<file path="src/rtl/iir_lp3_pkg.sv">
package iir_lp3_pkg;
  timeunit 1ns;
  timeprecision 1ps;

  // Width of the summing path: the wider of state and product, plus carry room
  function automatic int sum_width(input int state_w, input int prod_w);
    return ((state_w > prod_w) ? state_w : prod_w) + 3;
  endfunction

  // Number of bits a full product is shifted right to reach the state point
  function automatic int align_shift(input int dw, input int cfrac, input int guard);
    return cfrac - guard + 0 * dw;
  endfunction
endpackage

</file>
<file path="src/rtl/iir_term.sv">
module iir_term #(
  parameter int DW = 16,
  parameter int CW = 20,
  parameter int SH = 9,
  parameter int AW = 39
) (
  input  logic signed [DW-1:0] smp,
  input  logic signed [CW-1:0] coef,
  output logic signed [AW-1:0] term
);
  timeunit 1ns;
  timeprecision 1ps;

  localparam int PW = DW + CW;

  logic signed [PW-1:0] prod;
  logic signed [PW-1:0] aligned;

  always_comb begin
    prod    = PW'(smp) * PW'(coef);
    aligned = prod >>> SH;
    term    = AW'(aligned);
  end
endmodule

</file>
<file path="src/rtl/iir_df2t_sec.sv">
module iir_df2t_sec
  import iir_lp3_pkg::*;
#(
  parameter int ORDER = 2,
  parameter int DW    = 16,
  parameter int CW    = 20,
  parameter int CFRAC = 17,
  parameter int GUARD = 8,
  parameter logic [(ORDER+1)*CW-1:0] B_VEC = '0,
  parameter logic [ORDER*CW-1:0]     A_VEC = '0
) (
  input  logic                 clk,
  input  logic                 rst,
  input  logic                 in_valid,
  input  logic signed [DW-1:0] in_smp,
  output logic                 out_valid,
  output logic signed [DW-1:0] out_smp
);
  timeunit 1ns;
  timeprecision 1ps;

  localparam int SW  = 2 * DW;
  localparam int PW  = DW + CW;
  localparam int AW  = sum_width(SW, PW);
  localparam int SH  = align_shift(DW, CFRAC, GUARD);
  localparam int RSH = GUARD;
  localparam logic signed [AW-1:0] HALF = AW'(64'sd1 <<< (RSH - 1));

  function automatic logic signed [SW-1:0] clamp_state(input logic signed [AW-1:0] v);
    if (v[AW-1:SW-1] == {(AW-SW+1){v[AW-1]}}) return v[SW-1:0];
    return v[AW-1] ? {1'b1, {(SW-1){1'b0}}} : {1'b0, {(SW-1){1'b1}}};
  endfunction

  function automatic logic signed [DW-1:0] clamp_smp(input logic signed [AW-1:0] v);
    if (v[AW-1:DW-1] == {(AW-DW+1){v[AW-1]}}) return v[DW-1:0];
    return v[AW-1] ? {1'b1, {(DW-1){1'b0}}} : {1'b0, {(DW-1){1'b1}}};
  endfunction

  logic signed [SW-1:0] st     [1:ORDER];
  logic signed [SW-1:0] st_nxt [1:ORDER];
  logic signed [CW-1:0] bc     [0:ORDER];
  logic signed [CW-1:0] ac     [1:ORDER];
  logic signed [AW-1:0] bx     [0:ORDER];
  logic signed [AW-1:0] ay     [1:ORDER];

  logic signed [AW-1:0] y_sum;
  logic signed [SW-1:0] y_full;
  logic signed [AW-1:0] y_shift;
  logic signed [DW-1:0] y_new;

  // Feed-forward products of the incoming sample
  for (genvar k = 0; k <= ORDER; k++) begin : g_ff
    assign bc[k] = B_VEC[k*CW +: CW];
    iir_term #(.DW(DW), .CW(CW), .SH(SH), .AW(AW)) u_bx (
      .smp (in_smp),
      .coef(bc[k]),
      .term(bx[k])
    );
  end

  // Output: oldest state plus b0*x, clamp, round, clip
  always_comb begin
    y_sum   = AW'(st[1]) + bx[0];
    y_full  = clamp_state(y_sum);
    y_shift = (AW'(y_full) + HALF) >>> RSH;
    y_new   = clamp_smp(y_shift);
  end

  // State chain: each state takes the next one plus its feed-forward and feedback terms
  for (genvar k = 1; k <= ORDER; k++) begin : g_state
    logic signed [AW-1:0] carry_in;
    if (k < ORDER) begin : g_mid
      assign carry_in = AW'(st[k+1]);
    end else begin : g_last
      assign carry_in = '0;
    end
    assign ac[k] = A_VEC[(k-1)*CW +: CW];
    iir_term #(.DW(DW), .CW(CW), .SH(SH), .AW(AW)) u_ay (
      .smp (y_new),
      .coef(ac[k]),
      .term(ay[k])
    );
    assign st_nxt[k] = clamp_state(carry_in + bx[k] - ay[k]);
  end

  always_ff @(posedge clk) begin
    if (rst) begin
      for (int k = 1; k <= ORDER; k++) st[k] <= '0;
      out_smp   <= '0;
      out_valid <= 1'b0;
    end else begin
      out_valid <= in_valid;
      if (in_valid) begin
        for (int k = 1; k <= ORDER; k++) st[k] <= st_nxt[k];
        out_smp <= y_new;
      end
    end
  end

  AST_ONE_OUT: assert property (@(posedge clk) disable iff (rst) in_valid |=> out_valid);
  AST_NO_SPURIOUS: assert property (@(posedge clk) disable iff (rst) !in_valid |=> !out_valid);
  AST_STATE_HOLD: assert property (@(posedge clk) disable iff (rst) !in_valid |=> ($stable(st[1]) && $stable(st[ORDER])));
  AST_OUT_HOLD: assert property (@(posedge clk) disable iff (rst) !in_valid |=> $stable(out_smp));
  AST_RESET_CLEAR: assert property (@(posedge clk) rst |=> (st[1] == '0 && st[ORDER] == '0 && out_smp == '0 && !out_valid));
  AST_ZERO_REST: assert property (@(posedge clk) disable iff (rst) (in_valid && in_smp == '0 && st[1] == '0 && st[ORDER] == '0) |=> (out_smp == '0 && st[1] == '0 && st[ORDER] == '0));
endmodule

</file>
<file path="src/rtl/iir_lp3_cascade.sv">
module iir_lp3_cascade #(
  parameter int DW    = 16,
  parameter int CW    = 20,
  parameter int CFRAC = 17,
  parameter int GUARD = 8,
  parameter int SOS_B0 = 7699,
  parameter int SOS_B1 = 1571,
  parameter int SOS_B2 = 7699,
  parameter int SOS_A1 = -223596,
  parameter int SOS_A2 = 109498,
  parameter int FOS_C0 = 11469,
  parameter int FOS_C1 = 11469,
  parameter int FOS_D1 = -108134
) (
  input  logic                 clk,
  input  logic                 rst,
  input  logic                 in_valid,
  input  logic signed [DW-1:0] in_sample,
  output logic                 out_valid,
  output logic signed [DW-1:0] out_sample
);
  timeunit 1ns;
  timeprecision 1ps;

  localparam logic [3*CW-1:0] SOS_BV = {CW'(SOS_B2), CW'(SOS_B1), CW'(SOS_B0)};
  localparam logic [2*CW-1:0] SOS_AV = {CW'(SOS_A2), CW'(SOS_A1)};
  localparam logic [2*CW-1:0] FOS_BV = {CW'(FOS_C1), CW'(FOS_C0)};
  localparam logic [CW-1:0]   FOS_AV = CW'(FOS_D1);

  logic                 mid_valid;
  logic signed [DW-1:0] mid_sample;

  iir_df2t_sec #(
    .ORDER(2), .DW(DW), .CW(CW), .CFRAC(CFRAC), .GUARD(GUARD),
    .B_VEC(SOS_BV), .A_VEC(SOS_AV)
  ) u_sos (
    .clk      (clk),
    .rst      (rst),
    .in_valid (in_valid),
    .in_smp   (in_sample),
    .out_valid(mid_valid),
    .out_smp  (mid_sample)
  );

  iir_df2t_sec #(
    .ORDER(1), .DW(DW), .CW(CW), .CFRAC(CFRAC), .GUARD(GUARD),
    .B_VEC(FOS_BV), .A_VEC(FOS_AV)
  ) u_fos (
    .clk      (clk),
    .rst      (rst),
    .in_valid (mid_valid),
    .in_smp   (mid_sample),
    .out_valid(out_valid),
    .out_smp  (out_sample)
  );

  AST_CHAIN_VALID: assert property (@(posedge clk) disable iff (rst) mid_valid |=> out_valid);
  AST_CHAIN_IDLE: assert property (@(posedge clk) disable iff (rst) !mid_valid |=> $stable(out_sample));
endmodule

</file>
<file path="config.mk">
export PLATFORM = sky130hd
export DESIGN_NAME = iir_lp3_cascade
export DESIGN_NICKNAME = d
export VERILOG_FILES = /design/src/rtl/iir_lp3_pkg.sv /design/src/rtl/iir_term.sv /design/src/rtl/iir_df2t_sec.sv /design/src/rtl/iir_lp3_cascade.sv
export SDC_FILE = /design/constraint.sdc
export NUM_CORES = 2
export LEC_CHECK = 0
export ABC_CLOCK_PERIOD_IN_PS = 60300
export CORE_MARGIN = 3
export CORE_UTILIZATION = 65
export CTS_CLUSTER_DIAMETER = 50
export DETAILED_ROUTE_END_ITERATION = 8
export GPL_TIMING_DRIVEN = 0
export PLACE_DENSITY = 0.85
export SLEW_MARGIN = 20
export SYNTH_ARGS = -nofsm -noshare
export SYNTH_HDL_FRONTEND = slang
export SYNTH_HIERARCHICAL = 1
export SYNTH_SLANG_ARGS = --single-unit
</file>
<file path="constraint.sdc">
create_clock -name clk -period 60.3 [get_ports clk]
set_input_delay 12.06 -clock clk [delete_from_list [all_inputs] [get_ports clk]]
set_output_delay 12.06 -clock clk [all_outputs]
set_load 0.02 [all_outputs]
</file>
-- Word-level counts from Yosys, hierarchy flattened
Memories as Yosys holds them, arrays and structs flattened.
Index checks and enable logic that the tools add are counted.
- register bits after elaboration: 34
- RAM bits: 96
- input bits: 19
- output and inout port bits: 17
- word-level logic and storage cells: 69
- memories: 2
- $add $sub $neg: 8
- $mul: 6
- eq/ne operators: 7
- multiplexer cells: 39
- bitwise logic cells: 3
- memories (memory ; words ; bits a word ; read ports ; clocked after memory_dff ; wr ports ; line ; RTL):
    u_sos.st ; 2 ; 32 ; 2 ; 0 ; 2 ; iir_df2t_sec.sv:39 ; logic signed [SW-1:0] st [1:ORDER];
    u_fos.st ; 1 ; 32 ; 1 ; 0 ; 1 ; iir_df2t_sec.sv:39 ;
- operators by type and width (cell ; count):
    $mux W32 ; 18
    $mul A16 B17 Y33 const B ; 3
    $mux W16 ; 6
    $add A32 B9 Y33 const B ; 2
    $eq A7 B7 Y1 ; 5
    $sub A33 B26 Y34 ; 1
    $add A32 B19 Y33 ; 1
    $add A32 B21 Y33 ; 1
    $add A32 B22 Y33 ; 1
    $mul A16 B15 Y31 const B ; 1
    $eq A15 B15 Y1 ; 2
    $mul A16 B14 Y30 const B ; 1
    $mul A16 B12 Y28 const B ; 1
    $sub A21 B25 Y26 ; 1
    $sub A22 B25 Y26 ; 1
    $mux W1 ; 15
    $or A1 B1 Y1 ; 3

-- Logic depth before layout (Yosys ltp)
- depth in word-level cells: 15
- depth in mapped cells: 90
- depth with buffers taken out: 81

-- Hierarchy
The synthesis kept the hierarchy.
- modules (own cells, without submodules) (module ; instances ; cells each ; area each (um^2) ; sequential area each (um^2)):
    iir_term (u_fos.g_ff[1].u_bx ...) ; 5 ; 1281 ; 11571.1 ; 0.0
    iir_term (u_sos.g_state[2].u_ay) ; 1 ; 1389 ; 12177.9 ; 0.0
    iir_df2t_sec (u_sos) ; 1 ; 1516 ; 11950.2 ; 2262.2
    iir_term (u_fos.g_ff[0].u_bx) ; 1 ; 1340 ; 11883.9 ; 0.0
    iir_term (u_sos.g_state[1].u_ay) ; 1 ; 1310 ; 11745.0 ; 0.0
    iir_df2t_sec (u_fos) ; 1 ; 1090 ; 8209.1 ; 1301.2

-- Worst setup path after synthesis
No wires, ideal clock.
- path type: input to register
- start point: in in_sample[1]
- end point: mem u_sos/st[1][20] in the netlist's numbering, data pin
- setup time: 0.267 ns
- arrival time: 32.447 ns
- data required time: 60.033 ns
- setup slack: 27.586 ns
- stages: 82
- path buffers: 12
- cells stage by stage: buf_2 -> clkbuf_1 -> nand2_1 -> fa_1 -> fa_1 -> fa_1 -> fa_1 -> inv_1 -> fa_1 -> fa_1 -> ha_1 -> a211o_1 -> o211ai_1 -> a21oi_1 -> a2111o_1 -> o21ai_2 -> a21oi_2 -> o21a_1 -> (+46 left out) -> o211a_1 -> o211ai_1 -> buf_4 -> fa_1 -> inv_1 -> ha_1 -> a21o_1 -> a21oi_1 -> nand2_1 -> a2111oi_0 -> o21ai_0 -> nand2_1 -> xnor2_1 -> or4_1 -> or4_1 -> nand3_1 -> clkbuf_2 -> o21ai_0
- RTL lines (item ; line ; RTL):
    start: declaration ; iir_lp3_cascade.sv:18 ; input logic signed [DW-1:0] in_sample,
    end: declaration ; iir_df2t_sec.sv:39 ;

==> impl_metrics.json <==
{
  "critPathKind": "in -> reg",
  "detailedPlacementHpwl_um": 244000,
  "antenna_violating_nets_post_route": 0,
  "std_cell_rows": 152,
  "count_of_mapped_cells_out_of_synthesis": 13100,
  "critical_path_s_most_frequent_cell": "sky130_fd_sc_hd__fa_1",
  "max-slew-margin-rel_pct": 22.8,
  "cts.sinks": 130,
  "ys_seq_elements": 130,
  "flow.area_growth_from_synthesis_pct": 7.00,
  "filler_cell_count": 13100,
  "detailed_place.area_um2": 121000,
  "crit_end_category": "flip-flop",
  "setup_total_negative_slack_ns": 0,
  "netlist.top_cell.by_area": "sky130_fd_sc_hd__fa_1",
  "sequential_cell_area_um2": 3560,
  "fmax_mhz": 27.0,
  "pre_repair_dr_iteration_count": 6,
  "dieWidth_um": 424,
  "ios": 36,
  "gpl.final_weighted_congestion": 1.00,
  "initial_core_util_pct": 65.8,
  "worst_pin_slew_ns": 1.15,
  "layout_min_cycle_time_ns": 36.98,
  "synth_enable_flop_cells": 96,
  "fin_crit_sh_pct": 61.3,
  "grt_max_degree": 64,
  "cts_inserted_buffers": 17,
  "ys_top_cells_by_area": "sky130_fd_sc_hd__fa_1 45%, sky130_fd_sc_hd__inv_1 10%, sky130_fd_sc_hd__ha_1 9.8%",
  "timing.final.setup_violations": 0,
  "grt_first_pass_wirelength_um": 473000,
  "detail_route.iter0.violations": 6786,
  "cts_resized": 0,
  "crit_start_category": "primary input",
  "syn_area_per_cell_um2": 8.72,
  "synth_top_area_share_pct": 45.3,
  "rsz0062_at_grt": "no",
  "die_y_um": 424,
  "asyncSetResetFlopFracSynth_pct": 0,
  "worst-path-buf-inv": 19,
  "ys_warn_count": 6,
  "multi_input_area_um2": 99900,
  "clk_latency_ns": 0.47,
  "yosysMostFrequentCell": "sky130_fd_sc_hd__inv_1",
  "wl_um": 283000,
  "synthTopCellsByCount": "3,108 x sky130_fd_sc_hd__inv_1, 2,576 x sky130_fd_sc_hd__fa_1, 1,504 x sky130_fd_sc_hd__nand2_1",
  "h-tree-depth": 4,
  "critical_path_peak_fanout": 13,
  "layout.cell_area.non_filler_um2": 122000,
  "yosysSeqAreaShare_pct": 3.13,
  "critPathArrivalTime_ns": 37.15,
  "primary_flip_flop_cell_chosen_by_synthesis_mapping": "sky130_fd_sc_hd__edfxtp_1",
  "number_of_antenna_violations_at_the_first_check_in_global_routing": 8,
  "grt-ovfl-total": 0,
  "tritoncts": "done",
  "timing.final.hold_violations": 0,
  "via_count": 89100,
  "globalRouteTotalUtil_pct": 32.9,
  "buffer_ports.inserted": 21,
  "outcome": "finished clean",
  "worst_ep_required_time_ns": 60.47,
  "drc": 0,
  "fp.dieArea_um2": 180000,
  "cpPeakStageDelay_ns": 1.18,
  "cts_hold_repair.buffers": 0,
  "crit_path_top_delay_cell": "sky130_fd_sc_hd__clkdlybuf4s50_1",
  "via_count_of_the_first_global_routing_pass": 94600,
  "clock-skew-final_ns": 0.0216,
  "min-delay-path-class": "reg -> reg",
  "hold_slack_ns": 0.471,
  "worst_path_dominant_cell_family": "compound AO/OA/AOI/OAI gates",
  "routed_wire_length_per_instance_um": 17.1,
  "proportion_of_layout_cells_with_a_drive_suffix_above_1_pct": 3.03,
  "fin_nets": 17700,
  "max-clock-path-buffers": 2,
  "clock-root-buffer": "sky130_fd_sc_hd__clkbuf_16",
  "netlist_area_um2": 114000,
  "vias_per_cell": 5.39,
  "core_area_um2": 173000,
  "maxCapViolCount": 0,
  "post_synth_num_cell_types": 136,
  "cts.repair_timing.setup_buffer_count": 0,
  "slew_viol_final": 0,
  "cts.clk_slew.worst_paths_ns": 0.07
}
==> metal layers <==
metal	share of wire [%]	GRT usage (%)
met5	0.019	0
met4	4.2	11.8
met3	9.1	5.89
met2	48	54.2
met1	39	43.8
==> worst register-to-register path: cells and delay by family, from the launching register on <==
kind / cells / cell delay (ns)
xor gates and xnor gates: 1 / 0.18
muxes: 1 / 0.20
and+or+nand+nor: 11 / 3.52
AOI/OAI and AO/OA: 37 / 8.23
buffers and inverters: 16 / 3.54
adders and majority gates: 17 / 7.89
DFF: 1 / 1.09
==> worst paths after layout <==
kind,from,slack [ns],cells after the start,to
hold / removal,u_fos/out_smp[15],0.47,2,u_fos/out_smp[15]
setup reg to reg,u_sos/out_smp[15],35.39,83,u_fos/st[1][9]
setup / recovery,in_sample[15],23.32,83,u_sos/st[1][22]
hold reg to reg,u_fos/out_smp[15],0.47,2,u_fos/out_smp[15]
==> final cells by class <==
class | count | share of cell area (%)
sequential | 130 | 2.93
inverter | 3117 | 9.61
clock buffer | 17 | 0.349
timing repair buffer | 26 | 0.222
clock inverter | 15 | 0.153
multi-input combinational | 10300 | 82.0
tap | 2310 | 2.37
antenna | 1 | 0.00205
buffer | 622 | 2.37
==> logic make-up after synthesis <==
logic type,after synthesis,share of synthesized area [%]
multiplexers,32,0.287
AND/OR/NAND/NOR,3846,17.0
flip-flops,130,3.13
XOR/XNOR,427,3.29
other,4,0.0132
AO/OA/AOI/OAI,1409,8.46
buffers and inverters,3739,12.8
adder cells (fa/ha/maj),3463,55.1
==> sequential cells by signal (all words and copies together), names as in the netlist <==
register	count
u_sos/out_smp	16
u_fos/out_valid	1
u_sos/st	64
u_fos/out_smp	16
u_fos/st	32
u_sos/out_valid	1
==> per-stage QoR <==
stage | setup WS, ns | instances | utilization (%)
6_report | 23.32 | 16500 | 70.5
5_1_grt | 22.19 | 16500 | 70.5
4_1_cts | 23.78 | 16500 | 70.4
3_5_place_dp | 23.42 | 16500 | 70.1
3_3_place_gp | 21.87 | 16500 | 70.0
2_1_floorplan | 27.59 | 14200 | -
==> cell usage in the layout, fill, tap and decap left out, types with 29 or more instances in the layout <==
cell,n
sky130_fd_sc_hd__o21ai_0,242
sky130_fd_sc_hd__nand4_1,73
sky130_fd_sc_hd__nand2_1,1504
sky130_fd_sc_hd__a22oi_1,36
sky130_fd_sc_hd__a211oi_1,35
sky130_fd_sc_hd__nand2b_1,88
sky130_fd_sc_hd__xor2_1,146
sky130_fd_sc_hd__ha_1,887
sky130_fd_sc_hd__inv_1,3106
sky130_fd_sc_hd__o21bai_1,57
sky130_fd_sc_hd__a31oi_1,29
sky130_fd_sc_hd__conb_1,1107
sky130_fd_sc_hd__dfxtp_1,34
sky130_fd_sc_hd__or3_1,37
sky130_fd_sc_hd__o21a_1,56
sky130_fd_sc_hd__nor3_1,100
sky130_fd_sc_hd__buf_4,111
sky130_fd_sc_hd__o21ai_1,31
sky130_fd_sc_hd__o211ai_1,44
sky130_fd_sc_hd__o31ai_1,44
sky130_fd_sc_hd__a21o_1,145
sky130_fd_sc_hd__fa_1,2576
sky130_fd_sc_hd__xnor2_1,274
sky130_fd_sc_hd__a21oi_1,386
sky130_fd_sc_hd__edfxtp_1,96
sky130_fd_sc_hd__and3_1,33
sky130_fd_sc_hd__nor2_1,469
sky130_fd_sc_hd__clkbuf_1,459
sky130_fd_sc_hd__buf_2,33
sky130_fd_sc_hd__and2_1,1164
sky130_fd_sc_hd__and2_2,44
sky130_fd_sc_hd__nor2b_1,53
sky130_fd_sc_hd__nand3_1,118
Power is not shown: default switching activity piles up to over one toggle a cycle in this logic, so the estimate is an artifact.
